[src/rtl/perf_mon_pkg.sv]
package perf_mon_pkg;

    localparam int REG_W      = 32;
    localparam int NUM_CNT    = 3;      // 0: event 0, 1: event 1, 2: cycles
    localparam int CYC_IDX    = 2;
    localparam int SEL_W      = 8;
    localparam logic [SEL_W-1:0] SEL_UNUSED = 8'hFF;

    // Control word bit positions (software decodes these)
    localparam int B_RUN      = 0;
    localparam int B_EVT_CLR  = 1;
    localparam int B_CYC_CLR  = 2;
    localparam int B_PRESC    = 3;
    localparam int B_IE       = 4;
    localparam int B_OVF      = 8;
    localparam int B_SEL0     = 12;
    localparam int B_SEL1     = 20;

    typedef struct packed {
        logic               run;
        logic               presc;
        logic [NUM_CNT-1:0] ie;
        logic [NUM_CNT-1:0] ovf;
        logic [SEL_W-1:0]   sel0;
        logic [SEL_W-1:0]   sel1;
    } ctrl_t;

    localparam ctrl_t CTRL_RST = '{run: 1'b0, presc: 1'b0, ie: '0, ovf: '0,
                                   sel0: SEL_UNUSED, sel1: SEL_UNUSED};

    // Register slot (address bits 3:2) to counter index; slot 0 is control.
    function automatic logic [1:0] cnt_of_slot(input logic [1:0] slot);
        case (slot)
            2'd1:    return 2'd2;
            2'd2:    return 2'd0;
            2'd3:    return 2'd1;
            default: return 2'd3;
        endcase
    endfunction

    function automatic logic [REG_W-1:0] pack_ctrl(input ctrl_t c);
        logic [REG_W-1:0] w;
        w = '0;
        w[B_RUN]                   = c.run;
        w[B_PRESC]                 = c.presc;
        w[B_IE  +: NUM_CNT]        = c.ie;
        w[B_OVF +: NUM_CNT]        = c.ovf;
        w[B_SEL0 +: SEL_W]         = c.sel0;
        w[B_SEL1 +: SEL_W]         = c.sel1;
        return w;
    endfunction

endpackage

[src/rtl/perf_evt_pick.sv]
module perf_evt_pick
    import perf_mon_pkg::*;
#(
    parameter int N_EVT = 16
) (
    input  logic [N_EVT-1:0] evt_in,
    input  logic [SEL_W-1:0] code,
    output logic             hit
);

    always_comb begin
        hit = 1'b0;
        for (int i = 0; i < N_EVT; i++) begin
            if (code == SEL_W'(i) && code != SEL_UNUSED && evt_in[i])
                hit = 1'b1;
        end
    end

endmodule

[src/rtl/perf_prescale.sv]
module perf_prescale #(
    parameter int DIV = 64
) (
    input  logic clk,
    input  logic rst_n,
    input  logic run,
    output logic tick
);

    localparam int PW = (DIV > 1) ? $clog2(DIV) : 1;

    logic [PW-1:0] div_d, div_q;

    always_comb begin
        tick  = run && (div_q == PW'(DIV - 1));
        div_d = div_q;
        if (!run)
            div_d = '0;
        else if (tick)
            div_d = '0;
        else
            div_d = div_q + 1'b1;
    end

    always_ff @(posedge clk or negedge rst_n) begin
        if (!rst_n) div_q <= '0;
        else        div_q <= div_d;
    end

endmodule

[src/rtl/perf_counter.sv]
module perf_counter #(
    parameter int W = 32
) (
    input  logic         clk,
    input  logic         rst_n,
    input  logic         clr,
    input  logic         load,
    input  logic [W-1:0] load_val,
    input  logic         inc,
    output logic [W-1:0] value,
    output logic         wrap
);

    logic [W-1:0] val_d, val_q;

    always_comb begin
        val_d = val_q;
        wrap  = 1'b0;
        if (clr) begin
            val_d = '0;
        end else if (load) begin
            val_d = load_val;
        end else if (inc) begin
            val_d = val_q + 1'b1;
            wrap  = &val_q;
        end
    end

    always_ff @(posedge clk or negedge rst_n) begin
        if (!rst_n) val_q <= '0;
        else        val_q <= val_d;
    end

    assign value = val_q;

endmodule

[src/rtl/perf_monitor.sv]
module perf_monitor
    import perf_mon_pkg::*;
#(
    parameter int N_EVT     = 16,
    parameter int PRESC_DIV = 64
) (
    input  logic             clk,
    input  logic             rst_n,
    input  logic             bus_wr,
    input  logic [3:0]       bus_addr,
    input  logic [REG_W-1:0] bus_wdata,
    output logic [REG_W-1:0] bus_rdata,
    input  logic [N_EVT-1:0] evt_in,
    output logic             irq
);

    localparam int N_SEL = NUM_CNT - 1;

    ctrl_t              ctrl_d, ctrl_q;
    logic [1:0]         slot;
    logic               ctrl_wr;
    logic               evt_clr, cyc_clr;
    logic               presc_tick;
    logic [SEL_W-1:0]   sel_code [N_SEL];
    logic [N_SEL-1:0]   evt_hit;
    logic [REG_W-1:0]   cnt_val  [NUM_CNT];
    logic [NUM_CNT-1:0] cnt_wrap, cnt_inc, cnt_load, cnt_clr;

    assign slot    = bus_addr[3:2];
    assign ctrl_wr = bus_wr && (slot == 2'd0);
    assign evt_clr = ctrl_wr && bus_wdata[B_EVT_CLR];
    assign cyc_clr = ctrl_wr && bus_wdata[B_CYC_CLR];

    assign sel_code[0] = ctrl_q.sel0;
    assign sel_code[1] = ctrl_q.sel1;

    generate
        for (genvar s = 0; s < N_SEL; s++) begin : g_pick
            perf_evt_pick #(.N_EVT(N_EVT)) u_pick (
                .evt_in (evt_in),
                .code   (sel_code[s]),
                .hit    (evt_hit[s])
            );
        end
    endgenerate

    perf_prescale #(.DIV(PRESC_DIV)) u_presc (
        .clk   (clk),
        .rst_n (rst_n),
        .run   (ctrl_q.run && ctrl_q.presc),
        .tick  (presc_tick)
    );

    generate
        for (genvar c = 0; c < NUM_CNT; c++) begin : g_cnt
            if (c == CYC_IDX) begin : g_cyc
                assign cnt_inc[c] = ctrl_q.run && (ctrl_q.presc ? presc_tick : 1'b1);
                assign cnt_clr[c] = cyc_clr;
            end else begin : g_evt
                assign cnt_inc[c] = ctrl_q.run && evt_hit[c];
                assign cnt_clr[c] = evt_clr;
            end
            assign cnt_load[c] = bus_wr && (slot != 2'd0) && (cnt_of_slot(slot) == 2'(c));

            perf_counter #(.W(REG_W)) u_cnt (
                .clk      (clk),
                .rst_n    (rst_n),
                .clr      (cnt_clr[c]),
                .load     (cnt_load[c]),
                .load_val (bus_wdata),
                .inc      (cnt_inc[c]),
                .value    (cnt_val[c]),
                .wrap     (cnt_wrap[c])
            );
        end
    endgenerate

    // Next control word: fields from a write, flags cleared by written ones,
    // and a wrap in the same cycle always wins over the clear.
    always_comb begin
        ctrl_d = ctrl_q;
        if (ctrl_wr) begin
            ctrl_d.run   = bus_wdata[B_RUN];
            ctrl_d.presc = bus_wdata[B_PRESC];
            ctrl_d.ie    = bus_wdata[B_IE   +: NUM_CNT];
            ctrl_d.sel0  = bus_wdata[B_SEL0 +: SEL_W];
            ctrl_d.sel1  = bus_wdata[B_SEL1 +: SEL_W];
            ctrl_d.ovf   = ctrl_q.ovf & ~bus_wdata[B_OVF +: NUM_CNT];
        end
        ctrl_d.ovf = ctrl_d.ovf | cnt_wrap;
    end

    always_ff @(posedge clk or negedge rst_n) begin
        if (!rst_n) ctrl_q <= CTRL_RST;
        else        ctrl_q <= ctrl_d;
    end

    always_comb begin
        case (slot)
            2'd0:    bus_rdata = pack_ctrl(ctrl_q);
            default: bus_rdata = cnt_val[cnt_of_slot(slot)];
        endcase
    end

    assign irq = |(ctrl_q.ovf & ctrl_q.ie);

endmodule

[config.mk]
export PLATFORM = sky130hd
export DESIGN_NAME = perf_monitor
export DESIGN_NICKNAME = d
export VERILOG_FILES = /design/src/rtl/perf_mon_pkg.sv /design/src/rtl/perf_evt_pick.sv /design/src/rtl/perf_prescale.sv /design/src/rtl/perf_counter.sv /design/src/rtl/perf_monitor.sv
export SDC_FILE = /design/constraint.sdc
export NUM_CORES = 1
export LEC_CHECK = 0
export BUFFER_PORTS_ARGS = -buffer_cell sky130_fd_sc_hd__buf_4
export CORE_UTILIZATION = 35
export DETAILED_ROUTE_END_ITERATION = 12
export PLACE_DENSITY = 0.5
export SKIP_LAST_GASP = 1
export SYNTH_ARGS = -nofsm -noshare
export SYNTH_HDL_FRONTEND = slang
export SYNTH_SLANG_ARGS = --single-unit
[constraint.sdc]
create_clock -name clk -period 3.2 [get_ports clk]
set_input_delay 0.64 -clock clk [delete_from_list [all_inputs] [get_ports clk]]
set_output_delay 0.64 -clock clk [all_outputs]
set_load 0.05 [all_outputs]
==> out/metrics.cfg <==
[status]
status = finished clean

[global_route]
globalRouteMet3Util_pct = 4.98
grt_max_degree = 69
grtUsageMet2_pct = 40.2
overflow = 0
grt_pass1_wl_mm = 51.6
met1_usage_pct = 38.6
grt_busiest_layer = met2
gr-usage-all-layers_pct = 27.2
antenna_found_initial = 0
grt_pass1_vias = 8215

[clocking]
holdBufCountCts = 0
cts-buffers-inserted = 17
cts.sinks = 126
path_clk_slew_ns = 0.06
cts_resized = 0
h-tree-depth = 4
clk_latency_ns = 0.43
cts_tree = yes
clock_path_buffers = 2
cts_setup_buffers = 0
clock-root-buffer = clkbuf_16

[floorplan]
die_w_um = 159
fp-row-count = 57
pin_count = 88
die_h_um = 159
core_area_um2 = 24300
die_area_um2 = 25400
initial_core_util_pct = 35.6

[route]
wire_per_inst_um = 23.0
avgViaCountPerCell = 5.87
drtPass1Iterations = 7
drc_errors = 0
drtIter0Drc = 657
num_vias = 8611
postRouteAntennaNets = 0
wl_mm = 33.8

[timing]
setup_violations = 0
fmax_ghz = 0.329
min_period_ns = 3.04
rsz0062_at_grt = false
hold_violations = 0
slew_viol_final = 0
skew_ns = 0.0121
setup_tns_ns = 0
tightest_slew_ns = 0.733
slew_headroom_pct = 51.1
timing.final.crit_share_pct = 95.0

[critical_path]
critPathKind = input port to output pin
slowest_stage = ha_4
crit_required_ns = 2.56
cp-start-kind = input port
crit_chain = buf_4, inv_1, ha_4, buf_12, mux2i_1, nor2_1, a211oi_1, a21oi_2, buf_4
cp_max_fo = 19
timing.critical_path.buf_inv = 4
crit_family = buffers and inverters
crit_arrival_ns = 2.40
end_kind = output pin
critPathMaxStageDelay_ns = 0.51
crit_top_cell = buf_4

[logic_synthesis]
synth_top_area_share_pct = 31.8
ys_top_cells_by_area = dfrtp_1 32%, a21oi_1 6.8%, o21ai_0 5.8%
ys_top_cells_by_count = 118 x a21oi_1, 110 x dfrtp_1, 104 x nand2_1
synth.avg_cell_area_um2 = 8.14
synth_fp_nets = 1127
post-synth-top-count-cell = a21oi_1
synth-edff-count = 0
yosys.area.top_type = dfrtp_1
ys_seq_area_share_pct = 36.6
yosysWarnings = 0
synth_cell_type_count = 62
async_reset_ff_share_pct = 100
ys.flop_type = dfrtp_1
synthesis.area_um2 = 8660
synth_seq_cells = 126
synth_cells = 1064

[placed_design]
place_area_um2 = 9900
routabilityCongestion = 0.857
io_buffers = 85
dp_hpwl_mm = 24.2

[final_layout]
final_area_um2 = 10500
antennaDiodeCount = 0
drive_above_1_share_pct = 19.8
final_nets = 1192
syn2layout_area_growth_pct = 21.6

[power_and_ir_drop]
p_per_area_nw_per_um2 = 599
p_leak_nw = 4.16
ir_drop_v = 0.000328

[worst_hold_path]
hp-class = input port to async pin

[job]
drv_cap = 0

==> cells by family after synthesis <==
| family | Yosys count | share of synthesized area, % |
|---|---|---|
| adders and majority gates | 8 | 1.16 |
| DFF | 126 | 36.6 |
| buffers and inverters | 124 | 5.43 |
| muxes | 46 | 5.74 |
| AOI/OAI and AO/OA | 350 | 25.1 |
| and+or+nand+nor | 351 | 20.0 |
| xor gates and xnor gates | 59 | 5.97 |
==> final cells by class <==
type / instances / area, um2
clock buffer: 19 / 433
clock inverter: 13 / 190
fill: 2470 / 13800
inverter: 43 / 161
multi-input combinational: 814 / 5160
sequential: 126 / 3170
tap: 324 / 405
timing repair buffer: 127 / 1010
==> registers in the layout, indices dropped and copies added (netlist names) <==
register	flops
u_presc.div_q	6
ctrl_q	24
g_cnt.u_cnt.value	96
==> placed cells by master (no fill, tap or decap), drive strengths merged, types with 15 or more instances in the layout <==
cell and count:
xnor2 44, mux2i 35, and3 19, xor2 15
inv 44, buf 127, nand3 37, nor2 71
nor3 36, nand4 20, clkbuf 19, o211ai 17
nand2 104, dfrtp 110, a211oi 38, dfstp 16
o21ai 101, a21oi 118, a2111oi 18
==> power breakdown <==
group	total [W]	internal, W	switching [W]
sequential	0.00236	0.00192	0.000436
combinational	0.00184	0.000723	0.00112
clock	0.00210	0.00131	0.000789
==> final timing paths <==
| check | start | end | slack [ns] | cells after the start |
|---|---|---|---|---|
| max reg2reg | ctrl_q[7] | g_cnt[1].u_cnt.value[28] | 0.31 | 7 |
| max | bus_addr[2] | bus_rdata[10] | 0.16 | 9 |
| min | rst_n | g_cnt[0].u_cnt.value[16] | 0.25 | 1 |
| min in group clk | u_presc.div_q[0] | u_presc.div_q[0] | 0.47 | 1 |
| max in group asynchronous | rst_n | ctrl_q[15] | 2.18 | 2 |
| min reg2reg | u_presc.div_q[0] | u_presc.div_q[0] | 0.47 | 1 |
==> metrics by stage <==
| step | instances | hold WS, ns | total power (W) | utilization, % | setup WS [ns] |
|---|---|---|---|---|---|
| 6_report | 1466 | 0.248 | 0.00630 | 43.3 | 0.160 |
| 3_5_place_dp | 1434 | 0.470 | 0.00422 | 40.7 | 0.152 |
| 3_3_place_gp | 1434 | 0.462 | 0.00421 | 40.7 | 0.166 |
| 5_1_grt | 1466 | 0.296 | 0.00662 | 43.3 | 0.0714 |
| 4_1_cts | 1466 | 0.267 | 0.00633 | 43.3 | 0.152 |
| 2_1_floorplan | 1064 | 0.344 | 0.00350 | - | 0.0985 |
==> layer usage <==
metal / vias up / wire, um
li1: 4051 / -
met1: 4169 / 15500
met5: - / 0
met3: 71 / 2200
met2: 320 / 14700
met4: 0 / 1410
(Power assumes the default switching activity.)
